--- config.mk ---
export PLATFORM = sky130hd
export DESIGN_NAME = swire_host
export DESIGN_NICKNAME = d
export VERILOG_FILES = /design/src/rtl/swire_pkg.sv /design/src/rtl/swire_ctrl.sv /design/src/rtl/swire_datapath.sv /design/src/rtl/swire_host.sv
export SDC_FILE = /design/constraint.sdc
export NUM_CORES = 1
export LEC_CHECK = 0
export ABC_AREA = 1
export ABC_CLOCK_PERIOD_IN_PS = 1700
export BUFFER_PORTS_ARGS = -buffer_cell sky130_fd_sc_hd__buf_2
export CAP_MARGIN = 0
export CELL_PAD_IN_SITES_DETAIL_PLACEMENT = 1
export CELL_PAD_IN_SITES_GLOBAL_PLACEMENT = 1
export CORE_ASPECT_RATIO = 0.6
export CORE_MARGIN = 4
export CORE_UTILIZATION = 28
export CTS_BUF_LIST = sky130_fd_sc_hd__clkbuf_4 sky130_fd_sc_hd__clkbuf_8 sky130_fd_sc_hd__clkbuf_16
export DETAILED_ROUTE_END_ITERATION = 6
export GPL_TIMING_DRIVEN = 0
export PLACE_DENSITY_LB_ADDON = 0.1
export SLEW_MARGIN = 20
export SYNTH_ARGS = -nofsm -noshare
export SYNTH_HDL_FRONTEND = slang
export SYNTH_SLANG_ARGS = --single-unit
--- constraint.sdc ---
create_clock -name clk -period 1.7 [get_ports clk]
set_input_delay 0.34 -clock clk [delete_from_list [all_inputs] [get_ports clk]]
set_output_delay 0.34 -clock clk [all_outputs]
set_load 0.1 [all_outputs]
--- src/rtl/swire_pkg.sv ---
package swire_pkg;

  // Command / status register layout
  localparam int CMD_W    = 3;
  localparam int RD_W     = 6;
  localparam int BIT_RST  = 0;
  localparam int BIT_WR0  = 1;
  localparam int BIT_WR1  = 2;
  localparam int BIT_PRES = 3;
  localparam int BIT_RDV  = 4;
  localparam int BIT_BUSY = 5;

  typedef enum logic [1:0] {
    OP_NONE  = 2'd0,
    OP_RESET = 2'd1,
    OP_WR0   = 2'd2,
    OP_WR1RD = 2'd3
  } op_e;

  // Strobes from the sequencer to the register datapath
  typedef struct packed {
    logic startReset;
    logic clrReq;
    logic setPres;
    logic capRead;
  } strobe_t;

endpackage

--- src/rtl/swire_ctrl.sv ---
module swire_ctrl
  import swire_pkg::*;
#(
  parameter int RST_LOW_US    = 512,
  parameter int RST_LISTEN_US = 512,
  parameter int PRES_GUARD_US = 15,
  parameter int SLOT_US       = 117,
  parameter int WR0_LOW_US    = 100,
  parameter int WR1_LOW_US    = 6,
  parameter int SAMPLE_US     = 13
) (
  input  logic             clk,
  input  logic             rstN,
  input  logic             usTick,
  input  logic             wrEn,
  input  logic [CMD_W-1:0] wrCmd,
  input  logic             lineIn,
  output logic             opActive,
  output logic             pullLow,
  output strobe_t          strb
);

  localparam int RST_TOTAL   = RST_LOW_US + RST_LISTEN_US;
  localparam int MAX_TOTAL   = (RST_TOTAL > SLOT_US) ? RST_TOTAL : SLOT_US;
  localparam int CNT_W       = $clog2(MAX_TOTAL + 1);
  localparam int LISTEN_FROM = RST_LOW_US + PRES_GUARD_US;

  op_e              curOp;
  op_e              newOp;
  logic [CNT_W-1:0] cnt;
  logic [CNT_W-1:0] lowLen;
  logic [CNT_W-1:0] totLen;
  logic             lastTick;

  // Request decode with fixed priority: reset, write-0, write-1/read
  always_comb begin
    newOp = OP_NONE;
    if (wrEn) begin
      if (wrCmd[BIT_RST])      newOp = OP_RESET;
      else if (wrCmd[BIT_WR0]) newOp = OP_WR0;
      else if (wrCmd[BIT_WR1]) newOp = OP_WR1RD;
    end
  end

  // Per-operation timing
  always_comb begin
    case (curOp)
      OP_RESET: begin lowLen = CNT_W'(RST_LOW_US); totLen = CNT_W'(RST_TOTAL); end
      OP_WR0:   begin lowLen = CNT_W'(WR0_LOW_US); totLen = CNT_W'(SLOT_US);   end
      OP_WR1RD: begin lowLen = CNT_W'(WR1_LOW_US); totLen = CNT_W'(SLOT_US);   end
      default:  begin lowLen = '0;                 totLen = CNT_W'(SLOT_US);   end
    endcase
  end

  assign opActive = (curOp != OP_NONE);
  assign lastTick = opActive && usTick && (cnt == totLen - CNT_W'(1));

  always_ff @(posedge clk or negedge rstN) begin
    if (!rstN) begin
      curOp <= OP_NONE;
      cnt   <= '0;
    end else if (!opActive) begin
      curOp <= newOp;
      cnt   <= '0;
    end else if (usTick) begin
      if (lastTick) begin
        curOp <= OP_NONE;
        cnt   <= '0;
      end else begin
        cnt <= cnt + CNT_W'(1);
      end
    end
  end

  assign pullLow = opActive && (cnt < lowLen);

  always_comb begin
    strb.startReset = !opActive && (newOp == OP_RESET);
    strb.clrReq     = lastTick;
    strb.setPres    = (curOp == OP_RESET) && usTick && !lineIn &&
                      (cnt >= CNT_W'(LISTEN_FROM));
    strb.capRead    = (curOp == OP_WR1RD) && usTick &&
                      (cnt == CNT_W'(SAMPLE_US));
  end

endmodule

--- src/rtl/swire_datapath.sv ---
module swire_datapath
  import swire_pkg::*;
(
  input  logic             clk,
  input  logic             rstN,
  input  logic             wrEn,
  input  logic [CMD_W-1:0] wrCmd,
  input  logic             lineIn,
  input  logic             opActive,
  input  strobe_t          strb,
  output logic [RD_W-1:0]  rdData
);

  logic [CMD_W-1:0] reqBits;
  logic             presence;
  logic             readBit;

  // Request bits: accepted only while idle, cleared when the operation ends
  always_ff @(posedge clk or negedge rstN) begin
    if (!rstN) begin
      reqBits <= '0;
    end else if (strb.clrReq) begin
      reqBits <= '0;
    end else if (wrEn && !opActive) begin
      reqBits <= wrCmd;
    end
  end

  always_ff @(posedge clk or negedge rstN) begin
    if (!rstN) begin
      presence <= 1'b0;
    end else if (strb.startReset) begin
      presence <= 1'b0;
    end else if (strb.setPres) begin
      presence <= 1'b1;
    end
  end

  always_ff @(posedge clk or negedge rstN) begin
    if (!rstN) begin
      readBit <= 1'b0;
    end else if (strb.capRead) begin
      readBit <= lineIn;
    end
  end

  always_comb begin
    rdData                   = '0;
    rdData[CMD_W-1:0]        = reqBits;
    rdData[BIT_PRES]         = presence;
    rdData[BIT_RDV]          = readBit;
    rdData[BIT_BUSY]         = opActive;
  end

endmodule

--- src/rtl/swire_host.sv ---
module swire_host
  import swire_pkg::*;
#(
  parameter int RST_LOW_US    = 512,
  parameter int RST_LISTEN_US = 512,
  parameter int PRES_GUARD_US = 15,
  parameter int SLOT_US       = 117,
  parameter int WR0_LOW_US    = 100,
  parameter int WR1_LOW_US    = 6,
  parameter int SAMPLE_US     = 13
) (
  input  logic        clk,
  input  logic        rstN,
  input  logic        usTick,
  input  logic        wrEn,
  input  logic [2:0]  wrCmd,
  output logic [5:0]  rdData,
  input  logic        lineIn,
  output logic        pullLow
);

  logic    opActive;
  strobe_t strb;

  swire_ctrl #(
    .RST_LOW_US   (RST_LOW_US),
    .RST_LISTEN_US(RST_LISTEN_US),
    .PRES_GUARD_US(PRES_GUARD_US),
    .SLOT_US      (SLOT_US),
    .WR0_LOW_US   (WR0_LOW_US),
    .WR1_LOW_US   (WR1_LOW_US),
    .SAMPLE_US    (SAMPLE_US)
  ) u_ctrl (
    .clk     (clk),
    .rstN    (rstN),
    .usTick  (usTick),
    .wrEn    (wrEn),
    .wrCmd   (wrCmd),
    .lineIn  (lineIn),
    .opActive(opActive),
    .pullLow (pullLow),
    .strb    (strb)
  );

  swire_datapath u_dp (
    .clk     (clk),
    .rstN    (rstN),
    .wrEn    (wrEn),
    .wrCmd   (wrCmd),
    .lineIn  (lineIn),
    .opActive(opActive),
    .strb    (strb),
    .rdData  (rdData)
  );

endmodule

==> results of run 1 <==
[power groups by stage]
stage	logic [mW]	clock network, mW	registers, mW
3_3_place_gp	1.32	0	0.608
6_report	1.76	0.359	0.593
4_1_cts	1.55	0.383	0.599
2_1_floorplan	0.835	0	0.840
5_1_grt	1.88	0.397	0.608
3_5_place_dp	1.34	0	0.613
[worst max-delay path, delay by kind of cell, from the launching register on]
family	cells	cell delay (ns)
DFF	1	0.38
buffers and inverters	3	0.30
and+or+nand+nor	6	0.55
adders and majority gates	1	0.29
[cell usage in the layout, fill, tap and decap left out]
cell type / n
nand2_1: 32
inv_1: 22
dfrtp_1: 17
nor2_1: 15
buf_4: 12
buf_2: 12
nor2_4: 7
nand2_2: 5
nor3_1: 5
nand3_1: 5
a21oi_1: 5
inv_2: 4
nand3_2: 4
nand4_1: 4
ha_1: 4
clkbuf_8: 4
o21ai_0: 3
nor2_2: 3
xor2_1: 3
a31oi_1: 3
buf_6: 3
nand2_4: 2
a21oi_2: 2
nor3_2: 2
o21ai_2: 2
ha_4: 2
buf_12: 2
inv_4: 1
a211oi_4: 1
o21ai_1: 1
nand3_4: 1
nor3_4: 1
nand2_8: 1
o22ai_1: 1
xnor2_1: 1
and3_1: 1
dfrtp_2: 1
[metal layers]
| layer | part of all wire, % | track usage [%] | wire length, µm |
|---|---|---|---|
| met1 | 53 | 20.7 | 1970 |
| met2 | 45 | 22.1 | 1660 |
| met3 | 2.2 | 3.52 | 81 |
| met4 | 0.46 | 2.67 | 17 |
| met5 | 0 | 0 | 0 |
[cell families after synthesis]
group / after synthesis / share of synthesized area (%)
and+or+nand+nor: 88 / 37.6
xor gates and xnor gates: 4 / 2.75
DFF: 18 / 35.3
buffers and inverters: 30 / 9.91
AOI/OAI and AO/OA: 18 / 8.54
adders and majority gates: 6 / 5.89
[flip-flops by register name (all words and copies together) (netlist names)]
register	cells
u_ctrl.cnt	11
u_ctrl.curOp	2
u_dp.presence	1
u_dp.readBit	1
u_dp.reqBits	3
[area by class of cell]
type                            count  area, µm²
Multi-Input combinational cell    116        783
Tap cell                           60       75.1
Timing Repair Buffer               26        198
Fill cell                         514       2560
Sequential cell                    18        452
Inverter                           27        104
Buffer                              3       26.3
Clock buffer                        4       55.1
[what timing repair did]
action                     CTS  global route
buffers inserted             3             9
pin swaps                    2             7
resized for setup           14             7
setup endpoints to repair   12            12
[final timing paths]
check / start / end / slack, ns / depth (start not counted)
max: u_ctrl.curOp[0] / pullLow / -0.41 / 10
min: rstN / u_ctrl.cnt[8] / 0.01 / 1
min reg2reg: u_dp.presence / u_dp.presence / 0.53 / 2
min in group clk: lineIn / u_dp.readBit / 0.34 / 3
max in group asynchronous: rstN / u_ctrl.curOp[1] / 1.37 / 1
max reg2reg: u_ctrl.curOp[0] / u_ctrl.cnt[8] / 0.04 / 10
==> impl_metrics.csv, run 1 <==
group,metric,value,unit
sta,hold_violations,0,
placement,dp_cells,238,
power,total_power,2.71,mW
route,first_iter_violations,34,
placement,dp.final_hpwl,2910,µm
die,die_y,60.3,µm
hold_path,hp-class,"in2async",
route,vias_per_cell,4.57,
global_routing,grt_pass1_wl,6110,µm
placement,pre_cts_ws,-0.548,ns
power,vdd_drop_max,1150,µV
cts,cts_hold_repair.buffers,0,
cts,cts.sinks,18,
synth,synth-async-reset-ratio,100,%
run_status,status,"complete, but fails checks",
cts,cts-root-buf,"clkbuf_8",
cts,clock_path_buffers,2,
sta,setup_viol,2,
cts,cts-htree-levels,1,
setup_path,worstSetupPathType,"reg2out",
cts,cts_tree,"built",
power,combPwrFrac,64.9,%
global_routing,grt.overflow.total,0,
setup_path,startpoint_type,"flop",
cells_and_area,num-nets-final,209,
setup_path,path_max_fanout,3,
placement,dpl_cell_area,1470,µm²
synth,yosysSeqAreaShare,35.3,%
setup_path,arrival,1.77,ns
synth,synth.net_count,178,
power,power_switching,1.37,mW
synth,syn_avg_cell_area,7.77,µm²
placement,port-buffer-count,14,
sta,min_period,2.11,ns
route,dr.pass1.iters,4,
cells_and_area,fin_cells,254,
synth,synth_warnings,0,
die,die-area,5730,µm²
sta,finalCritPeriodShare,124,%
route,num_vias,1162,
die,die_x,95.1,µm
synth,ys_ff_latch,18,
global_routing,grt_pass1_vias,1228,
sta,relSlewSlack,67.7,%
setup_path,slowest_delay,0.38,ns
die,coreArea,4260,µm²
cells_and_area,syn_to_final_growth,32.8,%
global_routing,grt_antenna_before_repair,0,
sta,rsz0062_at_grt,"yes",
setup_path,crit_required,1.36,ns
cells_and_area,diodes,0,
synth,synthTopCellsByArea,"dfrtp_1 35%, nand2_1 10%, inv_1 7.1%",
sta,worst_slew_pin_slew,0.489,ns
cells_and_area,utilization,39.8,%
cells_and_area,final_cell_area,1690,µm²
cts,cts_buffers,3,
synth,synth_top_cell_by_area,"dfrtp_1",
power,power_density,1600,nW/µm²
sta,worst_hold_slack,0.0105,ns
route,wl_per_cell,14.7,µm
sta,skew,0.000938,ns
power,internal_power,1.34,mW
synth,mappedNetlistArea,1270,µm²
route,detail-route-antenna-nets,0,
cells_and_area,drive_above_1_share,37.1,%
synth,syn_inst,164,
cts,path_clk_slew,0.07,ns
run_status,violations,"setup timing",
synth,yosysTopAreaCellShare,35.3,%
synth,ys_types,29,
setup_path,critical_path.slowest_cell,"dfrtp_1",
power,p_leak,0.820,nW
die,start_util,30.0,%
die,rows,18,
synth,synth.most_common_cell,"nand2_1",
global_routing,grt_start_max_net_pins,19,
synth,synth_edf_count,0,
synth,synthFlopType,"dfrtp_1",
sta,setup_tns,-0.470,ns
global_routing,track_usage,14.4,%
route,wirelength,3730,µm
sta,layout_setup_ws,-0.410,ns
cts,worst_skew_pair.late_latency,0.25,ns
run,drv_cap,0,
die,io_pins,15,
sta,drv_slew,0,
setup_path,end_kind,"output port",
sta,fmax,474,MHz
route,drc_errors,0,
power,p_clk_share,13.2,%
power,p_sw_share,50.6,%
placement,routabilityCongestion,0.804,
synth,synthTopCellsByCount,"34 x nand2_1, 24 x inv_1, 19 x nor2_1",
setup_path,worstPathCellList,"inv_2, nor2_4, inv_2, ha_4, nand2_1, nor2_2, nand3_1, nand3_2, nor2_4, buf_12",
power,p_seq_share,21.8,%
No activity file was read; power rests on OpenSTA's default activity.
==> run 2, diff against run 1 <==
--- a/config.mk
+++ b/config.mk
@@ -5,7 +5,6 @@
 export SDC_FILE = /design/constraint.sdc
 export NUM_CORES = 1
 export LEC_CHECK = 0
-export ABC_AREA = 1
 export ABC_CLOCK_PERIOD_IN_PS = 1700
 export BUFFER_PORTS_ARGS = -buffer_cell sky130_fd_sc_hd__buf_2
 export CAP_MARGIN = 0
@@ -13,7 +12,7 @@
 export CELL_PAD_IN_SITES_GLOBAL_PLACEMENT = 1
 export CORE_ASPECT_RATIO = 0.6
 export CORE_MARGIN = 4
-export CORE_UTILIZATION = 28
+export CORE_UTILIZATION = 39
 export CTS_BUF_LIST = sky130_fd_sc_hd__clkbuf_4 sky130_fd_sc_hd__clkbuf_8 sky130_fd_sc_hd__clkbuf_16
 export DETAILED_ROUTE_END_ITERATION = 6
 export GPL_TIMING_DRIVEN = 0
==> run 2 against run 1 <==
Compared with the run above: the flow still finishes with violations (setup timing); combinational power fell by 19%; register-to-register slack got worse by 0.32 ns; first-iteration DRC count rose to 3.7 times the previous value; critical path type unchanged.
==> impl_metrics.csv, run 2 <==
group,metric,value,unit
run_status,status,"complete, but fails checks",
run_status,violations,"setup timing",
synth,synth_edf_count,0,
setup_path,critical_path.slowest_cell,"or4_4",
synth,synth-xor-area-share,6.09,%
setup_path,crit_required,1.36,ns
power,p_sw_share,49.5,%
global_routing,grt.overflow.total,0,
sta,fmax,396,MHz
cts,cts_buffers,3,
synth,muxShareOfSynthArea,0.978,%
die,coreArea,2660,µm²
power,p_seq_share,27.7,%
synth,synthTopCellsByCount,"18 x dfrtp_1, 13 x nand2_1, 9 x nor3_1",
run,drv_cap,0,
setup_path,arrival,2.18,ns
route,drc_errors,0,
route,vias_per_cell,5.94,
sta,worst_slew_pin_slew,0.688,ns
placement,dp.final_hpwl,2430,µm
global_routing,grt_pass1_vias,1104,
power,combPwrFrac,57.2,%
sta,relSlewSlack,54.2,%
placement,port-buffer-count,14,
route,num_vias,1177,
setup_path,slowest_delay,0.44,ns
route,dr.pass1.iters,4,
setup_path,crit_family,"simple AND/OR/NAND/NOR gates",
sta,hold_violations,0,
route,first_iter_violations,125,
die,die-area,3910,µm²
sta,skew,0.00986,ns
synth,ys_ff_latch,18,
placement,routabilityCongestion,0.858,
die,io_pins,15,
setup_path,worstPathCellList,"inv_2, nand2_2, ha_2, or3_4, or4_4, o21ai_2, a21o_4, buf_12",
cts,cts-root-buf,"clkbuf_8",
synth,synth-async-reset-ratio,100,%
synth,yosysSeqAreaShare,39.1,%
cells_and_area,top_register,"u_ctrl.cnt",
global_routing,grt_pass1_wl,6000,µm
die,rows,14,
sta,worst_hold_slack,0.00114,ns
route,detail-route-antenna-nets,0,
die,die_y,50.1,µm
setup_path,crit_buf_inv,2,
cts,cts.sinks,18,
synth,syn_inst,124,
sta,layout_setup_ws,-0.823,ns
synth,synth_adder_area_share,6.52,%
cts,path_clk_slew,0.08,ns
cells_and_area,diodes,0,
cells_and_area,num-nets-final,173,
route,wirelength,4460,µm
global_routing,track_usage,19.9,%
cts,clock_path_buffers,2,
placement,dpl_cell_area,1320,µm²
synth,synth_warnings,0,
power,power_switching,1.23,mW
synth,synth_top_family_by_area,"simple AND/OR/NAND/NOR gates",
setup_path,worstSetupPathType,"reg2out",
cts,cts_tree,"built",
power,p_clk_share,15.1,%
cells_and_area,drive_above_1_share,53.2,%
cts,worst_skew_pair.late_latency,0.27,ns
power,vdd_drop_max,869,µV
sta,min_period,2.52,ns
synth,mappedNetlistArea,1150,µm²
cells_and_area,syn_to_final_growth,48.5,%
placement,dp_cells,178,
setup_path,path_max_fanout,2,
setup_path,end_kind,"output port",
synth,synthTopCellsByArea,"dfrtp_1 39%, ha_1 6.5%, xor2_1 6.1%",
cells_and_area,final_cell_mix,"12 x buf_4, 12 x buf_2, 12 x dfrtp_1",
synth,synth-simple-area-share,28.6,%
synth,synth.most_common_cell,"dfrtp_1",
synth,synth-compound-area-share,13.0,%
power,p_leak,0.722,nW
power,power_density,1460,nW/µm²
power,total_power,2.49,mW
route,wl_per_cell,22.5,µm
die,die_x,78.1,µm
setup_path,startpoint_type,"flop",
cells_and_area,fillers,303,
cells_and_area,final_cell_area,1710,µm²
synth,synth_top_cell_by_area,"dfrtp_1",
cts,cts-htree-levels,1,
sta,setup_viol,19,
global_routing,grt_start_max_net_pins,19,
global_routing,grt_antenna_before_repair,0,
sta,finalCritPeriodShare,148,%
die,start_util,43.2,%
sta,drv_slew,0,
synth,yosysTopAreaCellShare,39.1,%
power,internal_power,1.26,mW
cells_and_area,largest_reg_flops,11,
cells_and_area,reg.largest.list,"u_ctrl.cnt x11, u_dp.reqBits x3, u_ctrl.curOp x2",
hold_path,hp-class,"in2async",
synth,synth.net_count,138,
sta,rsz0062_at_grt,"yes",
synth,ys_types,37,
cells_and_area,fin_cells,198,
synth,syn_avg_cell_area,9.28,µm²
synth,synthFlopType,"dfrtp_1",
## run 2: cell types whose count changed after synthesis, sizes merged, moves of 3 or more
cell    delta
xor2       +5
or4        +3
nand2     -27
nand3b     +3
inv       -22
nor2      -18
o21ai      -3
a31oi      -3
nand2b     +4
## run 2: metal layers
| metal | wire [µm] | vias up | part of all wire [%] | global-route usage [%] |
|---|---|---|---|---|
| li1 | - | 524 | - | - |
| met2 | 2090 | 53 | 47 | 28.0 |
| met1 | 2030 | 588 | 45 | 31.4 |
| met3 | 255 | 12 | 5.7 | 4.00 |
| met4 | 85 | 0 | 1.9 | 2.62 |
| met5 | 0 | - | 0 | 0 |
## run 2: worst reg2reg max path, stage by stage (launching register included)
cell,delay (ns)
dfrtp_2,0.41
buf_6,0.11
buf_6,0.10
nand2_2,0.06
or3_4,0.41
a2111oi_4,0.34
buf_4,0.21
buf_6,0.13
o22ai_2,0.06
## run 2: layout make-up
cell class | instances | area [µm²] | share of cell area (%)
multi-input combinational | 94 | 813 | 47.6
sequential | 18 | 458 | 26.8
timing repair buffer | 31 | 254 | 14.9
clock buffer | 4 | 55.1 | 3.22
buffer | 6 | 52.6 | 3.07
tap | 40 | 50.0 | 2.93
inverter | 5 | 26.3 | 1.54
## run 2: power by group through the flow
stage | Clock, mW | Combinational (mW) | Sequential (mW)
after global placement | 0 | 1.00 | 0.643
final | 0.377 | 1.42 | 0.688
after detailed placement | 0 | 1.02 | 0.659
after floorplan | 0 | 0.602 | 0.867
after CTS | 0.376 | 1.17 | 0.652
after global routing | 0.399 | 1.49 | 0.704
## run 2: repair_timing
item                                    in CTS  in global routing
buffers inserted                             7                 11
gates cloned                                 1                  0
endpoints found under the setup margin      18                 19
pin swaps                                    7                  6
gates resized for setup                     29                 27
hold buffers                                 0                  0
## run 2: worst paths after layout
kind | startpoint | end | slack, ns | cells after the start
min in group clk | wrCmd[0] | u_ctrl.curOp[1] | 0.32 | 2
max in group asynchronous | rstN | u_ctrl.cnt[3] | 1.37 | 1
worst min register to register | u_dp.readBit | u_dp.readBit | 0.53 | 1
worst min-delay path | rstN | u_ctrl.cnt[6] | 0.001 | 1
worst max register to register | u_ctrl.cnt[1] | u_ctrl.cnt[0] | -0.28 | 8
worst max-delay path | u_ctrl.curOp[0] | pullLow | -0.82 | 8
## run 2: logic make-up after synthesis
family	Yosys count
DFF	18
adders and majority gates	6
xor gates and xnor gates	8
buffers and inverters	12
AOI/OAI and AO/OA	20
muxes	1
and+or+nand+nor	59
## run 2: through the flow
step / utilization [%] / TNS [ns] / setup slack, ns
floorplan: - / -1.55 / -0.510
global placement: 49.5 / -4.77 / -0.832
detailed placement: 49.5 / -5.00 / -0.839
CTS: 57.3 / -3.01 / -0.786
global route: 64.2 / -5.29 / -0.888
finish: 64.2 / -4.27 / -0.823
==> run 3, diff against run 2 <==
--- a/config.mk
+++ b/config.mk
@@ -15,7 +15,6 @@
 export CORE_UTILIZATION = 39
 export CTS_BUF_LIST = sky130_fd_sc_hd__clkbuf_4 sky130_fd_sc_hd__clkbuf_8 sky130_fd_sc_hd__clkbuf_16
 export DETAILED_ROUTE_END_ITERATION = 6
-export GPL_TIMING_DRIVEN = 0
 export PLACE_DENSITY_LB_ADDON = 0.1
 export SLEW_MARGIN = 20
 export SYNTH_ARGS = -nofsm -noshare
==> run 3 against run 2 <==
Compared with the run above: the run still ends with setup timing left; count of clock-buffer cells in the layout did not move; final cell count rose by 7.6%; wire length rose by 22%; global-route usage rose by 5.8 points; flip-flop and latch count did not move; sequential power fell by 7.6%; non-clock buffer count rose by 15; first-iteration DRC count fell by 36%; worst hold slack improved by 0.0092 ns; total power rose by 3.8%; highest routed layer unchanged.
==> impl_metrics.csv, run 3 (synthesis gave the netlist of run 2 again) <==
group,metric,value,unit
route,num_vias,1289,
sta,min_period,2.64,ns
setup_path,rr_endpoint,"u_ctrl.curOp[1]",
setup_path,reg2reg_from,"u_ctrl.curOp[1]",
sta,drv_slew,0,
power,combPwrFrac,61.7,%
die,die-area,3910,µm²
route,dr.pass1.iters,4,
power,vdd_drop_max,1410,µV
setup_path,worstPathCellList,"buf_4, inv_1, ha_1, o31a_1, o41ai_1, buf_4, a21o_4, buf_12",
setup_path,rr_worst_depth,7,
die,die_x,78.1,µm
cts,cts-root-buf,"clkbuf_8",
route,wirelength,5450,µm
sta,finalCritPeriodShare,155,%
global_routing,grt_pass1_vias,1355,
sta,relSlewSlack,64.6,%
cts,worst_skew_pair.late_latency,0.26,ns
power,power_density,1390,nW/µm²
setup_path,worstSetupPathType,"reg2out",
power,internal_power,1.31,mW
sta,hold_violations,0,
sta,layout_setup_ws,-0.943,ns
setup_path,startpoint_type,"flop",
cells_and_area,utilization,69.8,%
placement,port-buffer-count,14,
sta,fmax,378,MHz
cells_and_area,reg.largest.list,"u_ctrl.cnt x11, u_dp.reqBits x3, u_ctrl.curOp x2",
power,p_clk_share,13.7,%
setup_path,arrival,2.30,ns
setup_path,reg2reg_slack,-0.27,ns
die,die_y,50.1,µm
cells_and_area,top_register,"u_ctrl.cnt",
sta,rsz0062_at_grt,"yes",
route,detail-route-antenna-nets,0,
setup_path,end_kind,"output port",
global_routing,track_usage,25.7,%
setup_path,crit_required,1.36,ns
global_routing,grt.overflow.total,0,
global_routing,grt_pass1_wl,7530,µm
cts,cts_buffers,3,
cts,clock_path_buffers,2,
run_status,status,"complete, but fails checks",
die,coreArea,2660,µm²
cells_and_area,final_cell_mix,"34 x buf_4, 17 x dfrtp_1, 13 x nand2_1, 13 x buf_2",
power,p_leak,0.799,nW
placement,dp.final_hpwl,2890,µm
cts,cts_tree,"built",
sta,worst_slew_pin_slew,0.525,ns
setup_path,slowest_delay,0.45,ns
cells_and_area,final_common_cell,"buf_4",
placement,dp_cells,204,
die,start_util,43.2,%
sta,setup_viol,19,
power,power_switching,1.27,mW
die,io_pins,15,
hold_path,hp-class,"in2async",
cts,path_clk_slew,0.07,ns
cells_and_area,diodes,0,
cts,cts.sinks,18,
setup_path,path_max_fanout,4,
route,drc_errors,0,
route,first_iter_violations,80,
cells_and_area,fin_cells,213,
global_routing,grt_antenna_before_repair,0,
setup_path,critical_path.slowest_cell,"dfrtp_1",
setup_path,cp_common_cell,"buf_4",
power,p_sw_share,49.3,%
cells_and_area,drive_above_1_share,53.2,%
sta,setup_tns,-5.15,ns
cts,cts-htree-levels,1,
die,rows,14,
run,drv_cap,0,
global_routing,grt_start_max_net_pins,19,
route,vias_per_cell,6.05,
run_status,violations,"setup timing",
placement,pre_cts_ws,-0.522,ns
placement,routabilityCongestion,0.876,
power,p_seq_share,24.6,%
cells_and_area,syn_to_final_growth,61.4,%
cells_and_area,num-nets-final,188,
sta,skew,0.00184,ns
route,wl_per_cell,25.6,µm
cells_and_area,largest_reg_flops,11,
[run 3: changes by cell type in the layout (fill, tap and decap cells not counted), moves of 4 or more]
cell     previous run  this run
buf_4              12        34
nor3_2              6         2
buf_6              10         1
dfrtp_1            12        17
nor3_4              0         6
dfrtp_2             6         1
[run 3: worst max path at each step]
stage	start	endpoint	slack [ns]	depth (start not counted)
after detailed placement	u_ctrl.curOp[0]	pullLow	-0.52	8
after global routing	u_ctrl.curOp[1]	pullLow	-0.94	8
after CTS	u_ctrl.curOp[0]	pullLow	-0.75	8
after global placement	u_ctrl.curOp[0]	pullLow	-0.44	8
after floorplan	u_ctrl.curOp[0]	pullLow	-0.51	7
final	u_ctrl.curOp[1]	pullLow	-0.94	8
[run 3: power groups by stage]
stage / clock network, mW / registers, mW / logic, mW
2_1_floorplan: 0 / 0.867 / 0.602
3_3_place_gp: 0 / 0.607 / 1.27
3_5_place_dp: 0 / 0.613 / 1.30
4_1_cts: 0.361 / 0.610 / 1.37
5_1_grt: 0.381 / 0.641 / 1.64
6_report: 0.354 / 0.636 / 1.59
[run 3: stage by stage]
step | cell area (µm²) | power [mW] | hold WS (ns)
global route | 1860 | 2.67 | 0.0358
floorplan | 1200 | 1.47 | 0.0444
finish | 1860 | 2.58 | 0.0103
CTS | 1730 | 2.34 | 0.0259
global placement | 1540 | 1.88 | 0.293
detailed placement | 1540 | 1.91 | 0.306
[run 3: layout make-up]
type	instances	area (µm²)
Fill cell	283	805
Multi-Input combinational cell	94	868
Tap cell	40	50.0
Inverter	5	21.3
Sequential cell	18	452
Timing Repair Buffer	52	412
Clock buffer	4	55.1
[run 3: what timing repair did]
action,in CTS,in global routing
buffers inserted,3,3
cloned,1,0
resized for setup,18,23
hold buffers,0,0
setup endpoints to repair,19,19
pin swaps,8,4
[run 3: per-layer routing]
metal | wire, µm | part of all wire (%) | track usage (%) | vias up
met5 | 0 | 0 | 0 | -
li1 | - | - | - | 545
met1 | 2420 | 44 | 33.4 | 674
met4 | 155 | 2.8 | 9.88 | 0
met3 | 344 | 6.3 | 6.00 | 15
met2 | 2530 | 46 | 41.3 | 55
[run 3: worst max-delay path, delay by kind of cell, from the launching register on]
kind / cells / cell delay, ns
DFF: 1 / 0.45
AOI/OAI and AO/OA: 3 / 0.69
adders and majority gates: 1 / 0.29
buffers and inverters: 4 / 0.61
